===== src/rtl/rseq_pkg.sv =====
package rseq_pkg;
    typedef enum logic [2:0] {
        S_OFF,
        S_RAMP_UP,
        S_ALL_ON,
        S_RAMP_DOWN,
        S_FAULT
    } rseq_state_e;
endpackage


===== src/rtl/rseq_tick.sv =====
module rseq_tick #(
    parameter int TICK_DIV = 4096
) (
    input  logic clk,
    input  logic rst_n,
    output logic tick_o
);
    localparam int CW = (TICK_DIV > 1) ? $clog2(TICK_DIV) : 1;

    logic [CW-1:0] cnt_q;

    always_ff @(posedge clk or negedge rst_n) begin
        if (!rst_n)                          cnt_q <= '0;
        else if (cnt_q == CW'(TICK_DIV - 1)) cnt_q <= '0;
        else                                 cnt_q <= cnt_q + 1'b1;
    end

    assign tick_o = (cnt_q == CW'(TICK_DIV - 1));


    tick_single_chk: assert property (@(posedge clk) disable iff (!rst_n)
        tick_o |=> !tick_o);
endmodule


===== src/rtl/rseq_sync.sv =====
module rseq_sync #(
    parameter int WIDTH = 8
) (
    input  logic             clk,
    input  logic             rst_n,
    input  logic [WIDTH-1:0] d_i,
    output logic [WIDTH-1:0] q_o
);
    logic [WIDTH-1:0] meta_q;
    logic [WIDTH-1:0] sync_q;

    always_ff @(posedge clk or negedge rst_n) begin
        if (!rst_n) begin
            meta_q <= '0;
            sync_q <= '0;
        end else begin
            meta_q <= d_i;
            sync_q <= meta_q;
        end
    end

    assign q_o = sync_q;
endmodule


===== src/rtl/rseq_fsm.sv =====
module rseq_fsm
    import rseq_pkg::*;
#(
    parameter int N_RAILS       = 8,
    parameter int TIMEOUT_TICKS = 8
) (
    input  logic               clk,
    input  logic               rst_n,
    input  logic               tick,
    input  logic               req,
    input  logic               dbg,
    input  logic [N_RAILS-1:0] pg_s,
    output logic [N_RAILS-1:0] rail_en,
    output logic [N_RAILS-1:0] failed,
    output logic               all_good,
    output logic               fault
);
    localparam int IW = (N_RAILS > 1) ? $clog2(N_RAILS) : 1;
    localparam int TW = $clog2(TIMEOUT_TICKS + 1);

    rseq_state_e       state_q, state_d;
    logic [IW-1:0]      idx_q, idx_d;
    logic [TW-1:0]      tmo_q, tmo_d;
    logic [N_RAILS-1:0] en_q, en_d;
    logic [N_RAILS-1:0] up_q, up_d;
    logic [N_RAILS-1:0] fail_q, fail_d;
    logic [N_RAILS-1:0] lost;

    assign lost = up_q & ~pg_s;

    always_comb begin
        state_d = state_q;
        idx_d   = idx_q;
        tmo_d   = tmo_q;
        en_d    = en_q;
        up_d    = up_q;
        fail_d  = fail_q;
        unique case (state_q)
            S_OFF: begin
                if (tick && req) begin
                    en_d[0] = 1'b1;
                    idx_d   = '0;
                    tmo_d   = '0;
                    state_d = S_RAMP_UP;
                end
            end
            S_RAMP_UP: begin
                if (tick) begin
                    fail_d = fail_q | lost;
                    if ((|lost) && !dbg) begin
                        en_d    = '0;
                        up_d    = '0;
                        state_d = S_FAULT;
                    end else if (!req) begin
                        state_d = S_RAMP_DOWN;
                    end else if (pg_s[idx_q]) begin
                        up_d[idx_q] = 1'b1;
                        if (idx_q == IW'(N_RAILS - 1)) begin
                            state_d = S_ALL_ON;
                        end else begin
                            idx_d             = idx_q + 1'b1;
                            en_d[idx_q + 1'b1] = 1'b1;
                            tmo_d             = '0;
                        end
                    end else if (tmo_q >= TW'(TIMEOUT_TICKS - 1)) begin
                        fail_d[idx_q] = 1'b1;
                        if (!dbg) begin
                            en_d    = '0;
                            up_d    = '0;
                            state_d = S_FAULT;
                        end
                    end else begin
                        tmo_d = tmo_q + 1'b1;
                    end
                end
            end
            S_ALL_ON: begin
                if (tick) begin
                    fail_d = fail_q | lost;
                    if ((|lost) && !dbg) begin
                        en_d    = '0;
                        up_d    = '0;
                        state_d = S_FAULT;
                    end else if (!req) begin
                        state_d = S_RAMP_DOWN;
                    end
                end
            end
            S_RAMP_DOWN: begin
                if (tick) begin
                    en_d[idx_q] = 1'b0;
                    up_d[idx_q] = 1'b0;
                    if (idx_q == '0) state_d = S_OFF;
                    else             idx_d   = idx_q - 1'b1;
                end
            end
            S_FAULT: begin
                en_d = '0;
                up_d = '0;
            end
            default: state_d = S_FAULT;
        endcase
    end

    always_ff @(posedge clk or negedge rst_n) begin
        if (!rst_n) begin
            state_q <= S_OFF;
            idx_q   <= '0;
            tmo_q   <= '0;
            en_q    <= '0;
            up_q    <= '0;
            fail_q  <= '0;
        end else begin
            state_q <= state_d;
            idx_q   <= idx_d;
            tmo_q   <= tmo_d;
            en_q    <= en_d;
            up_q    <= up_d;
            fail_q  <= fail_d;
        end
    end

    always_comb begin
        rail_en  = en_q;
        failed   = fail_q;
        all_good = (state_q == S_ALL_ON);
        fault    = (state_q == S_FAULT);
    end


    fault_off_chk: assert property (@(posedge clk) disable iff (!rst_n)
        (state_q == S_FAULT) |-> (en_q == '0));


    fault_sticky_chk: assert property (@(posedge clk) disable iff (!rst_n)
        (state_q == S_FAULT) |=> (state_q == S_FAULT));


    en_on_tick_chk: assert property (@(posedge clk) disable iff (!rst_n)
        !tick |=> $stable(en_q));


    en_contiguous_chk: assert property (@(posedge clk) disable iff (!rst_n)
        ((en_q + {{(N_RAILS-1){1'b0}}, 1'b1}) & en_q) == '0);


    failed_sticky_chk: assert property (@(posedge clk) disable iff (!rst_n)
        tick |=> ((fail_q & $past(fail_q)) == $past(fail_q)));


    all_good_en_chk: assert property (@(posedge clk) disable iff (!rst_n)
        all_good |-> (&en_q));
endmodule


===== src/rtl/rail_sequencer.sv =====
module rail_sequencer #(
    parameter int N_RAILS       = 8,
    parameter int TICK_DIV      = 4096,
    parameter int TIMEOUT_TICKS = 8
) (
    input  logic               clk,
    input  logic               rst_n,
    input  logic               pwr_req,
    input  logic               debug_en,
    input  logic [N_RAILS-1:0] pg_in,
    output logic [N_RAILS-1:0] rail_en,
    output logic [N_RAILS-1:0] failed,
    output logic               all_good,
    output logic               fault
);
    logic               tick;
    logic [N_RAILS-1:0] pg_s;

    rseq_tick #(.TICK_DIV(TICK_DIV)) u_tick (
        .clk    (clk),
        .rst_n  (rst_n),
        .tick_o (tick)
    );

    rseq_sync #(.WIDTH(N_RAILS)) u_sync (
        .clk   (clk),
        .rst_n (rst_n),
        .d_i   (pg_in),
        .q_o   (pg_s)
    );

    rseq_fsm #(.N_RAILS(N_RAILS), .TIMEOUT_TICKS(TIMEOUT_TICKS)) u_fsm (
        .clk      (clk),
        .rst_n    (rst_n),
        .tick     (tick),
        .req      (pwr_req),
        .dbg      (debug_en),
        .pg_s     (pg_s),
        .rail_en  (rail_en),
        .failed   (failed),
        .all_good (all_good),
        .fault    (fault)
    );
endmodule


===== config.mk =====
export PLATFORM = sky130hd
export DESIGN_NAME = rail_sequencer
export DESIGN_NICKNAME = d
export VERILOG_FILES = /design/src/rtl/rseq_pkg.sv /design/src/rtl/rseq_tick.sv /design/src/rtl/rseq_sync.sv /design/src/rtl/rseq_fsm.sv /design/src/rtl/rail_sequencer.sv
export SDC_FILE = /design/constraint.sdc
export NUM_CORES = 1
export LEC_CHECK = 0
export ABC_CLOCK_PERIOD_IN_PS = 2700
export BUFFER_PORTS_ARGS = -buffer_cell sky130_fd_sc_hd__buf_2
export CAP_MARGIN = 40
export CELL_PAD_IN_SITES_DETAIL_PLACEMENT = 1
export CELL_PAD_IN_SITES_GLOBAL_PLACEMENT = 2
export CORE_MARGIN = 4
export CORE_UTILIZATION = 39
export CTS_CLUSTER_SIZE = 10
export DETAILED_ROUTE_END_ITERATION = 8
export PLACE_DENSITY_LB_ADDON = 0.1
export SLEW_MARGIN = 0
export SYNTH_ARGS = -nofsm -noshare
export SYNTH_HDL_FRONTEND = slang
export SYNTH_HIERARCHICAL = 1
export SYNTH_SLANG_ARGS = --single-unit

===== constraint.sdc =====
create_clock -name clk -period 2.7 [get_ports clk]
set_input_delay 0.54 -clock clk [delete_from_list [all_inputs] [get_ports clk]]
set_output_delay 0.54 -clock clk [all_outputs]
set_load 0.02 [all_outputs]

# ---- Word level (Yosys, flattened, before mapping)
# Cells that the tools add are included.
dict set report op_classes {
  n_eq_ne 27
  n_bitwise 10
  mux 64
  n_addsub 4
  order_cmp 5
  n_reduce_logical 20
}
# op count
set op_table {}
lappend op_table {{8-bit two-way mux} 21}
lappend op_table {{3-bit two-way mux} 21}
lappend op_table {{8-bit bitwise OR} 4}
lappend op_table {{8-bit one-hot mux with 4 select lines} 1}
lappend op_table {{4-bit two-way mux} 7}
lappend op_table {{7-bit one-hot mux with 4 select lines} 1}
lappend op_table {{8-bit AND} 3}
lappend op_table {{10-bit AND reduction} 2}
lappend op_table {{9-bit AND reduction} 2}
lappend op_table {{8-bit inverter} 2}
lappend op_table {{8-bit one-hot mux with 2 select lines} 1}
lappend op_table {{3-bit one-hot mux with 5 select lines} 1}
lappend op_table {{2-bit by 1-bit != test with 1-bit output, second input constant} 7}
lappend op_table {{12-bit by 1-bit adder with 12-bit output, second input constant} 1}
lappend op_table {{12-bit equality test, second input constant} 1}
lappend op_table {{12-bit two-way mux} 1}
lappend op_table {{3-bit by 2-bit != test with 1-bit output, second input constant} 3}
lappend op_table {{3-bit one-hot mux with 3 select lines} 1}
lappend op_table {{3-bit by 4-bit < comparator with 1-bit output, second input constant} 2}
lappend op_table {{2-bit != test, second input constant} 4}
lappend op_table {{4-bit one-hot mux with 2 select lines} 1}
lappend op_table {{8-bit AND reduction} 1}
lappend op_table {{8-bit OR reduction} 1}
lappend op_table {{7-bit AND reduction} 1}
lappend op_table {{28 further kinds} 40}
dict set report word_totals {
  output_inout_bits 18
  wordCells 140
  reg_bits 62
}

# ---- Logic depth before layout (Yosys ltp)
# Gate-level depths: netlist (run 1).
dict set report depth {
  depth_word 12
  ltp_mapped 9
}

# ---- Cells and area by module
# The synthesis (run 1) kept the hierarchy.
# mod n_inst cells_each area_each_um2
set by_module_without_submodules {}
lappend by_module_without_submodules {rseq_fsm 1 241 2263.4}
lappend by_module_without_submodules {rseq_tick 1 51 584.3}
lappend by_module_without_submodules {rseq_sync 1 16 400.4}

# ---- Worst setup path after synthesis (run 1)
# OpenSTA, ideal clock, no wires.
dict set report synth_path {
  path_type {register -> register}
  from {register u_tick.cnt_q[0]}
  to {register u_fsm.en_q[0], in the netlist u_fsm/rail_en[0]}
  n_path_buf 0
  setup_time_ns 0.065
  setup_slack_ns 0.362
  arrival_time_ns 2.273
  path_stages_with_launch 9
  path_cell_list {dfrtp_1 > ha_1 > nand3_4 > nor4_4 > nand2b_1 > o21bai_1 > or3b_1 > a221oi_2 > o22a_1}
}
dict set report synth_via {
  elab_chain_len 4
  elab_cells_between_ends 7
  classes_between {eq/ne: 5; reduce/logical: 2}
}
# element line_no
set synth_rtl {}
lappend synth_rtl {{from (decl)} rseq_tick.sv:10} ;# logic [CW-1:0] cnt_q;
lappend synth_rtl {{from (signal assigned)} rseq_tick.sv:15} ;# else cnt_q <= cnt_q + 1'b1;
lappend synth_rtl {{12-bit equality test *} rseq_tick.sv:18} ;# assign tick_o = (cnt_q == CW'(TICK_DIV - 1));
lappend synth_rtl {{named net tick} rail_sequencer.sv:16} ;# logic tick;
lappend synth_rtl {{1-bit logical AND} rseq_fsm.sv:40} ;# if (tick && req) begin
lappend synth_rtl {{2-bit by 1-bit != test with 1-bit output (no line)} --}
lappend synth_rtl {{10-bit AND reduction (no line) *} --}
lappend synth_rtl {{to (signal assigned)} rseq_fsm.sv:117} ;# en_q <= en_d;
lappend synth_rtl {{to (decl)} rseq_fsm.sv:24} ;# logic [N_RAILS-1:0] en_q, en_d;
# The timed path passes the listed nets; every way through them passes the cells marked *.
# A chain may end at the register's enable or synchronous reset.

# ---- Final worst setup path (run 1)
dict set report layout_path {
  from {register u_fsm.idx_q[0]}
  to {register u_fsm.state_q[1]}
}
dict set report layout_via {
  elab_chain_len 7
  elab_cells_between_ends 14
  classes_between {eq/ne: 5; mux: 7; reduce/logical: 2}
}
# element line_no
set layout_rtl {}
lappend layout_rtl {{from (decl)} rseq_fsm.sv:22} ;# logic [IW-1:0] idx_q, idx_d;
lappend layout_rtl {{from (signal assigned)} rseq_fsm.sv:115} ;# idx_q <= idx_d;
lappend layout_rtl {{1-bit binary-select mux with 3-bit select} rseq_fsm.sv:56} ;# end else if (pg_s[idx_q]) begin
lappend layout_rtl {{1-bit two-way mux (implied by the code)} rseq_fsm.sv:56}
lappend layout_rtl {{3-bit two-way mux} rseq_fsm.sv:56}
lappend layout_rtl {{3-bit two-way mux} rseq_fsm.sv:54} ;# end else if (!req) begin
lappend layout_rtl {{3-bit two-way mux} rseq_fsm.sv:50} ;# if ((|lost) && !dbg) begin
lappend layout_rtl {{3-bit two-way mux} rseq_fsm.sv:48} ;# if (tick) begin
lappend layout_rtl {{3-bit one-hot mux with 5 select lines} rseq_fsm.sv:38} ;# unique case (state_q)
lappend layout_rtl {{to (signal assigned)} rseq_fsm.sv:114} ;# state_q <= state_d;
lappend layout_rtl {{to (decl)} rseq_fsm.sv:21} ;# rseq_state_e state_q, state_d;
# Several ways; a longest one is shown, not always the timed one. The select of a mux whose other input is x is not followed.

==> flow_summary.json, run 1 <==
{
  "synth_edf_count": 0,
  "vias_per_cell": 5.76,
  "ys_warn_count": 6,
  "wl_per_cell_um": 19.6,
  "port_buffers": 29,
  "switching_share_pct": 24.1,
  "timing.hold.ws_ns": 0.226,
  "p_comb_share_pct": 3.7,
  "drtAntennaViolNets": 0,
  "clk_latency_ns": 0.35,
  "vdd_ir_drop_max_uv": 300,
  "period_share_pct": 92.0,
  "power_density_nw_per_um2": 521,
  "core_um2": 8180,
  "leakagePower_uw": 0.00172,
  "final_common_cell": "dfrtp_1",
  "antenna_found_initial": 0,
  "cts_root_buf": "clkbuf_8",
  "finalNonFillerCells": 458,
  "fin_crit_ns": 2.48,
  "grt_setup_unrepaired": "false",
  "syn-instance-count": 308,
  "drc": 0,
  "clock_sinks": 62,
  "switchingPower_uw": 474,
  "fp.dieW_um": 99.3,
  "drt_wl_total_um": 8950,
  "fin_tns_setup_ns": 0,
  "drive_above_1_share_pct": 22.9,
  "cap_viol_max_count": 0,
  "tritoncts": "done",
  "htreeDepth": 3,
  "final_cell_mix": "dfrtp_1 (62), buf_2 (29), nand2_1 (26)",
  "synth_ff_type": "dfrtp_1",
  "overflow": 0,
  "skew_ns": 0.0188,
  "dp_hpwl_um": 6460,
  "worstPathArrival_ns": 2.71,
  "drt_pre_antenna_iters": 5,
  "ys_seq_area_share_pct": 47.8,
  "yosysTopAreaCellShare_pct": 47.8,
  "seq_power_share_pct": 48.1,
  "max_freq_mhz": 403,
  "async_flop_share_pct": 100,
  "maxSlewViolCount": 0,
  "worst_setup_path_start_kind": "flip-flop",
  "grt_first_pass_wirelength_um": 14800,
  "ys_types": 61,
  "netlist_area_um2": 3250,
  "nets": 366,
  "synth_nets": 326,
  "finalSetupViolations": 0,
  "place_area_um2": 3550,
  "drt_iter0_markers": 155,
  "required_ns": 2.93,
  "num_rows": 33,
  "hold_violations": 0,
  "grt_max_degree": 36,
  "synth.largest_area_cell": "dfrtp_1",
  "grt_pass1_vias": 2736,
  "min_path_type": "input pin to asynchronous set/reset pin",
  "syn_to_final_growth_pct": 16.3,
  "ys_ff_latch": 62,
  "critPathMaxFanout": 10,
  "clk_transition_reported_paths_ns": 0.09,
  "final_area_um2": 3780,
  "power_frac_clock_pct": 48.1,
  "die_area_um2": 9850,
  "status": "finished clean",
  "crit_type": "flip-flop to flip-flop",
  "synth_area_leaders": "dfrtp_1 (48%), o21ai_0 (3.1%), nand2_1 (3.0%)",
  "cts_buffers": 9,
  "gp_congestion": 0.857,
  "relSlewSlack_pct": 54.6,
  "start_util_pct": 39.7,
  "syn_avg_cell_area_um2": 10.5,
  "via_count": 2637,
  "worst_pin_slew_ns": 0.681,
  "io_pins": 30,
  "grt_usage_pct": 19.2,
  "p_int_uw": 1490,
  "dpl.cell_count": 442,
  "cts.path.max_buffers": 2,
  "antennaDiodeCount": 0,
  "die_h_um": 99.3,
  "cp-end-kind": "flip-flop"
}
==> registers in the layout (all words and copies together), names as in the netlist <==
register,cells
u_tick/cnt_q,12
u_fsm/failed,8
u_fsm/rail_en,8
u_fsm/up_q,8
u_sync/meta_q,8
u_sync/q_o,8
u_fsm/tmo_q,4
u_fsm/idx_q,3
u_fsm/state_q,3
==> kinds of logic (layout without fill, tap and decap cells) <==
family | Yosys count | count (layout) | synth area share, %
buffers and inverters | 23 | 68 | 3.70
DFF | 62 | 62 | 47.8
adders and majority gates | 6 | 6 | 2.31
AOI/OAI and AO/OA | 87 | 87 | 19.7
muxes | 8 | 8 | 2.66
xor gates and xnor gates | 8 | 8 | 2.16
and+or+nand+nor | 114 | 114 | 21.7
==> power by group through the flow <==
stage / sequential, uW / clock [uW] / combinational, uW
finish: 947 / 948 / 73.8
global route: 949 / 1020 / 83.1
CTS: 947 / 975 / 75.5
detailed placement: 966 / 0 / 75.4
global placement: 965 / 0 / 74.4
floorplan: 963 / 0 / 32.5
==> final timing paths <==
path                       cells after the start              from  slack, ns               end
setup / recovery                               6    u_fsm/idx_q[0]       0.22  u_fsm/state_q[1]
hold / removal                                 1             rst_n       0.23     u_fsm/up_q[7]
setup reg to reg                               6    u_fsm/idx_q[0]       0.22  u_fsm/state_q[1]
hold reg to reg                                0  u_sync/meta_q[5]       0.35     u_sync/q_o[5]
max in group asynchronous                      2             rst_n       1.85     u_sync/q_o[3]
min in group clk                               1          pg_in[1]       0.30  u_sync/meta_q[1]
==> cells in the mapped netlist, types with 3 or more instances <==
library cell	count
or3_1	4
nor2b_1	10
nor3b_1	4
o2bb2ai_1	6
a21oi_2	4
nand4_1	4
o21ai_0	20
nor2_1	24
nand2_1	26
o211ai_1	3
nor3_1	5
xor2_1	6
nand3_1	8
a21o_1	4
o31ai_1	4
clkbuf_1	4
ha_1	6
mux2i_1	6
nand3b_1	4
buf_6	4
dfrtp_1	62
nand2b_1	6
buf_2	3
a221o_1	8
a21oi_1	8
nor4_4	3
a31oi_1	6
inv_1	11
==> worst max-delay path, stage by stage (launching register included) <==
cell     delay, ns
dfrtp_1       0.63
mux2i_1       0.30
o22ai_2       0.17
nor3_4        0.44
buf_4         0.26
a32o_2        0.25
mux2_4        0.31
==> through the flow <==
stage / setup WS (ns) / utilization (%) / power [uW]
final: 0.216 / 46.2 / 1970
after global routing: 0.0282 / 46.2 / 2050
after CTS: 0.225 / 46.2 / 2000
after detailed placement: 0.192 / 43.4 / 1040
after global placement: 0.172 / 43.3 / 1040
after floorplan: 0.362 / - / 995
==> timing repair <==
item                       in CTS  in global routing
setup buffers                   0                  0
hold buffers                    0                  0
setup endpoints to repair       0                  1
gates resized for setup         0                  1
==> final cells by class <==
type,count,area [um^2]
Fill cell,953,4400
Multi-Input combinational cell,223,1580
Sequential cell,62,1550
Timing Repair Buffer,40,244
Tap cell,105,131
Clock buffer,9,124
Clock inverter,7,103
Inverter,12,45.0
==> layer usage <==
layer  vias to the layer above  global-route usage (%)  wire (um)
met5                         -                       0          0
met4                         0                    7.46        110
met3                         7                    3.37        386
met2                        65                    29.0       4020
met1                      1347                    27.4       4440
li1                       1218                       -          -
Note: power is estimated with default switching activity, not from simulation.
==> run 2: changes to the inputs <==
--- a/config.mk
+++ b/config.mk
@@ -7,9 +7,10 @@
 export LEC_CHECK = 0
 export ABC_CLOCK_PERIOD_IN_PS = 2700
 export BUFFER_PORTS_ARGS = -buffer_cell sky130_fd_sc_hd__buf_2
-export CAP_MARGIN = 40
+export CAP_MARGIN = 10
 export CELL_PAD_IN_SITES_DETAIL_PLACEMENT = 1
 export CELL_PAD_IN_SITES_GLOBAL_PLACEMENT = 2
+export CORE_ASPECT_RATIO = 0.7
 export CORE_MARGIN = 4
 export CORE_UTILIZATION = 39
 export CTS_CLUSTER_SIZE = 10
==> run 2 against run 1 <==
Sequential share of layout area decreased by 0.52 points; flip-flop and latch count did not move; utilization grew 1.8 points; die area grew 0.24%; cell area up 1.3%; cell count decreased by 0.87%; clock-buffer cell count rose by 3; non-clock buffer count grew 2; clock power up 14%; maximum frequency down 1.0%; worst setup slack lost 0.026 ns; critical path type unchanged; largest cell class unchanged.
==> flow_summary.json, run 2 (same netlist as run 1, synthesis figures left out) <==
{
  "grt_pass1_vias": 2719,
  "dpl.cell_count": 440,
  "maxSlewViolCount": 0,
  "overflow": 0,
  "postCtsSetupBuffers": 0,
  "min_path_type": "input pin to asynchronous set/reset pin",
  "wl_per_cell_um": 20.6,
  "final_cell_mix": "dfrtp_1 (62), buf_2 (29), nand2_1 (26)",
  "fin_ws_ns": 0.190,
  "leakagePower_uw": 0.00175,
  "dp_hpwl_um": 6790,
  "period_share_pct": 93.0,
  "cap_viol_max_count": 0,
  "crit_type": "flip-flop to flip-flop",
  "vias_per_cell": 5.85,
  "rrSetupSlack_ns": 0.19,
  "drc": 0,
  "tritoncts": "done",
  "drt_pre_antenna_iters": 4,
  "dp_slack_ns": 0.273,
  "skew_ns": 0.00704,
  "worst_setup_path_start_kind": "flip-flop",
  "finalSetupViolations": 0,
  "grt_max_degree": 35,
  "cts_root_buf": "clkbuf_16",
  "drt_iter0_markers": 214,
  "critPathMaxFanout": 6,
  "worst_pin_slew_ns": 1.12,
  "required_ns": 2.96,
  "relSlewSlack_pct": 25.6,
  "io_pins": 30,
  "crit_path_max_incr_delay_ns": 0.42,
  "largest_reg_flops": 12,
  "htreeDepth": 3,
  "path_buf_inv": 0,
  "grt_first_pass_wirelength_um": 15600,
  "cts_hold_buffers": 0,
  "power_density_nw_per_um2": 551,
  "fp.dieW_um": 117,
  "antenna_found_initial": 0,
  "path_cells": "ha_1 -> nand3_4 -> nor4_4 -> nand2b_1 -> o21bai_1 -> or3b_1 -> a221oi_2 -> o22a_1",
  "grt_usage_pct": 20.8,
  "status": "finished clean",
  "via_count": 2657,
  "start_util_pct": 40.7,
  "post_cts_resized": 0,
  "crit_slowest_cell": "dfrtp_1",
  "critical_path.top_delay_family": "simple AND/OR/NAND/NOR gates",
  "nets": 368,
  "final_common_cell": "dfrtp_1",
  "drive_above_1_share_pct": 21.8,
  "finalNonFillerCells": 454,
  "max_freq_mhz": 398,
  "drt_wl_total_um": 9350,
  "regMostFlops": "u_tick/cnt_q",
  "clk_transition_reported_paths_ns": 0.05,
  "num_rows": 27,
  "vdd_ir_drop_max_uv": 508,
  "die_h_um": 84.4,
  "hold_violations": 0,
  "syn_to_final_growth_pct": 17.8,
  "worstPathArrival_ns": 2.77,
  "cts_buffers": 9,
  "core_um2": 7970,
  "cts.path.max_buffers": 2,
  "port_buffers": 29,
  "clock_sinks": 62,
  "grt_setup_unrepaired": "false",
  "fin_crit_ns": 2.51,
  "antennaDiodeCount": 0,
  "drtAntennaViolNets": 0,
  "fin_tns_setup_ns": 0,
  "clk_latency_ns": 0.33,
  "die_area_um2": 9880,
  "cp-end-kind": "flip-flop",
  "gp_congestion": 0.902
}
==> run 2: metal layers <==
layer,vias to the layer above,share of wire (%),global-route usage [%]
met5,-,0,0
li1,1219,-,-
met1,1354,51,32.7
met3,12,6.5,5.62
met2,72,41,27.4
met4,0,1.1,6.15
==> run 2: stage by stage <==
| step | utilization, % | instance area [um^2] | hold slack (ns) | total power, uW |
|---|---|---|---|---|
| detailed placement | 44.6 | 3550 | 0.337 | 1040 |
| global route | 48.0 | 3830 | 0.291 | 2200 |
| global placement | 44.6 | 3550 | 0.333 | 1040 |
| CTS | 48.0 | 3830 | 0.268 | 2140 |
| floorplan | - | 3250 | 0.244 | 995 |
| finish | 48.0 | 3830 | 0.242 | 2110 |
==> run 2: layout make-up <==
class                           count  area (um^2)
Fill cell                         892         4150
Multi-Input combinational cell    223         1580
Sequential cell                    62         1550
Timing Repair Buffer               42          255
Clock buffer                       12          236
Tap cell                          101          126
Inverter                           12         45.0
Clock inverter                      2         35.0
==> run 2: final timing paths <==
kind / start / endpoint / depth (start not counted)
min in group clk: pg_in[6] / u_sync/meta_q[6] / 1
worst max-delay path: u_tick/cnt_q[0] / u_fsm/rail_en[0] / 8
worst min-delay path: rst_n / u_sync/meta_q[4] / 1
worst max register to register: u_tick/cnt_q[0] / u_fsm/rail_en[0] / 8
max in group asynchronous: rst_n / u_fsm/up_q[6] / 2
worst min register to register: u_sync/meta_q[5] / u_sync/q_o[5] / 0
==> run 2: power breakdown <==
| group | leakage, uW | total, uW | internal [uW] | switching (uW) |
|---|---|---|---|---|
| Sequential | 0.000799 | 953 | 944 | 9.13 |
| Clock | 0.000132 | 1080 | 702 | 378 |
| Combinational | 0.000816 | 74.7 | 23.0 | 51.7 |
| Total | 0.00175 | 2110 | 1670 | 439 |
==> run 3: changes to the inputs <==
--- a/config.mk
+++ b/config.mk
@@ -6,7 +6,7 @@
 export NUM_CORES = 1
 export LEC_CHECK = 0
 export ABC_CLOCK_PERIOD_IN_PS = 2700
-export BUFFER_PORTS_ARGS = -buffer_cell sky130_fd_sc_hd__buf_2
+export BUFFER_PORTS_ARGS = -buffer_cell sky130_fd_sc_hd__clkbuf_2
 export CAP_MARGIN = 10
 export CELL_PAD_IN_SITES_DETAIL_PLACEMENT = 1
 export CELL_PAD_IN_SITES_GLOBAL_PLACEMENT = 2
@@ -21,3 +21,4 @@
 export SYNTH_HDL_FRONTEND = slang
 export SYNTH_HIERARCHICAL = 1
 export SYNTH_SLANG_ARGS = --single-unit
+export TNS_END_PERCENT = 5
==> run 3 against run 2 <==
Clock power is essentially flat; global-route usage fell by 0.65 points; critical endpoint unchanged; cell area increased by 0.62%; sequential share of layout area down 0.25 points; power increased by 1.4%; highest routed layer unchanged; largest cell class unchanged; wire length fell by 4.1%; maximum frequency up 2.7%; worst setup slack improved by 0.065 ns; clock-buffer cell count increased by 1; critical path depth is 1 lower; flip-flop and latch count did not move; utilization increased by 0.30 points.
==> flow_summary.json, run 3 (same netlist as run 1, synthesis figures left out) <==
{
  "regMostFlops": "u_tick/cnt_q",
  "drt_wl_total_um": 8970,
  "cts_hold_buffers": 0,
  "postCtsSetupBuffers": 0,
  "hold_violations": 0,
  "core_um2": 7970,
  "required_ns": 2.96,
  "drc": 0,
  "drtAntennaViolNets": 0,
  "htreeDepth": 3,
  "grt_usage_pct": 20.2,
  "io_pins": 30,
  "crit_slowest_cell": "dfrtp_1",
  "dp_slack_ns": 0.255,
  "grt_pass1_vias": 2809,
  "fp.dieW_um": 117,
  "design_power_total_uw": 2140,
  "die_area_um2": 9880,
  "antenna_found_initial": 0,
  "antennaDiodeCount": 0,
  "clk_latency_ns": 0.32,
  "fin_ws_ns": 0.255,
  "drt_pre_antenna_iters": 4,
  "crit_path_max_incr_delay_ns": 0.68,
  "path_buf_inv": 1,
  "clk_transition_reported_paths_ns": 0.05,
  "wl_per_cell_um": 19.7,
  "final_cell_mix": "dfrtp_1 (62), clkbuf_2 (29), nand2_1 (26)",
  "critPathMaxFanout": 12,
  "cts.path.max_buffers": 2,
  "syn_to_final_growth_pct": 18.5,
  "min_path_type": "input pin to flip-flop",
  "num_rows": 27,
  "fin_crit_ns": 2.44,
  "finalSetupViolations": 0,
  "worst_setup_path_start_kind": "flip-flop",
  "drive_above_1_share_pct": 22.8,
  "worstPathArrival_ns": 2.70,
  "period_share_pct": 90.5,
  "fin_tns_setup_ns": 0,
  "cts_root_buf": "clkbuf_16",
  "overflow": 0,
  "max_freq_mhz": 409,
  "cap_viol_max_count": 0,
  "nets": 370,
  "skew_ns": 0.00364,
  "utilization_pct": 48.3,
  "grt_setup_unrepaired": "false",
  "clock_sinks": 62,
  "crit_type": "flip-flop to flip-flop",
  "relSlewSlack_pct": 29.7,
  "grt_max_degree": 63,
  "vdd_ir_drop_max_uv": 394,
  "die_h_um": 84.4,
  "grt_first_pass_wirelength_um": 15200,
  "critical_path.top_delay_family": "flip-flops",
  "power_density_nw_per_um2": 555,
  "worst_pin_slew_ns": 1.05,
  "path_cells": "mux2i_1 -> o22ai_2 -> nor3_4 -> buf_4 -> nor3_2 -> a221oi_2 -> o22a_1",
  "vias_per_cell": 5.72,
  "start_util_pct": 40.7,
  "drt_iter0_markers": 165,
  "status": "finished clean",
  "cp-end-kind": "flip-flop",
  "tritoncts": "done",
  "dp_hpwl_um": 6610,
  "final_common_cell": "dfrtp_1",
  "leakagePower_uw": 0.00175,
  "gp_congestion": 0.839,
  "maxSlewViolCount": 0,
  "cts_buffers": 9,
  "largest_reg_flops": 12,
  "port_buffers": 29,
  "via_count": 2608
}
run 3: cell types whose count changed in the layout (fill, tap and decap cells not counted):
cell      previous run  this run
buf_2               29         0
clkbuf_2             0        29
buf_4               12        15
clkbuf_8             0         2
buf_12               1         0
clkbuf_1             3         2
clkinv_2             1         0
ha_1                 6         5
ha_2                 0         1
run 3: metrics by stage:
step / instance area (um^2) / instances / hold slack (ns)
after detailed placement: 3560 / 442 / 0.336
final: 3850 / 456 / 0.324
after global routing: 3850 / 456 / 0.306
after CTS: 3850 / 456 / 0.311
after floorplan: 3250 / 308 / 0.244
after global placement: 3560 / 442 / 0.333
run 3: worst reg2reg max path, stage by stage, from the launching register on:
cell      delay, ns
dfrtp_1        0.68
mux2i_1        0.36
o22ai_2        0.18
nor3_4         0.39
buf_4          0.23
nor3_2         0.05
a221oi_2       0.32
o22a_1         0.18
run 3: final timing paths:
kind	start	to	slack, ns	depth (start not counted)
worst min-delay path	pg_in[6]	u_sync/meta_q[6]	0.32	1
worst max-delay path	u_fsm/idx_q[0]	u_fsm/rail_en[0]	0.26	7
min in group asynchronous	rst_n	u_tick/cnt_q[7]	0.37	2
worst min register to register	u_sync/meta_q[3]	u_sync/q_o[3]	0.34	0
worst max register to register	u_fsm/idx_q[0]	u_fsm/rail_en[0]	0.26	7
max in group asynchronous	rst_n	u_fsm/rail_en[6]	1.78	2
run 3: repair_timing:
action	CTS	global route
setup endpoints to repair	0	1
endpoints found under the hold margin	0	0
gates resized for setup	0	1
run 3: power by group:
group | total [uW] | internal [uW] | switching [uW]
logic | 72.4 | 21.9 | 50.5
registers | 952 | 944 | 7.69
clock network | 1110 | 753 | 360
run 3: layout make-up:
| class | instances | area [um^2] |
|---|---|---|
| clock buffer | 13 | 260 |
| clock inverter | 1 | 30.0 |
| timing repair buffer | 44 | 258 |
| multi-input combinational | 223 | 1580 |
| tap | 101 | 126 |
| sequential | 62 | 1550 |
| inverter | 12 | 45.0 |
| fill | 887 | 4120 |
run 3: per-layer routing:
layer	share of wire (%)	GRT usage, %
met1	51	31.0
met5	0	0
met2	42	27.5
met3	6.4	5.69
met4	0.76	5.21
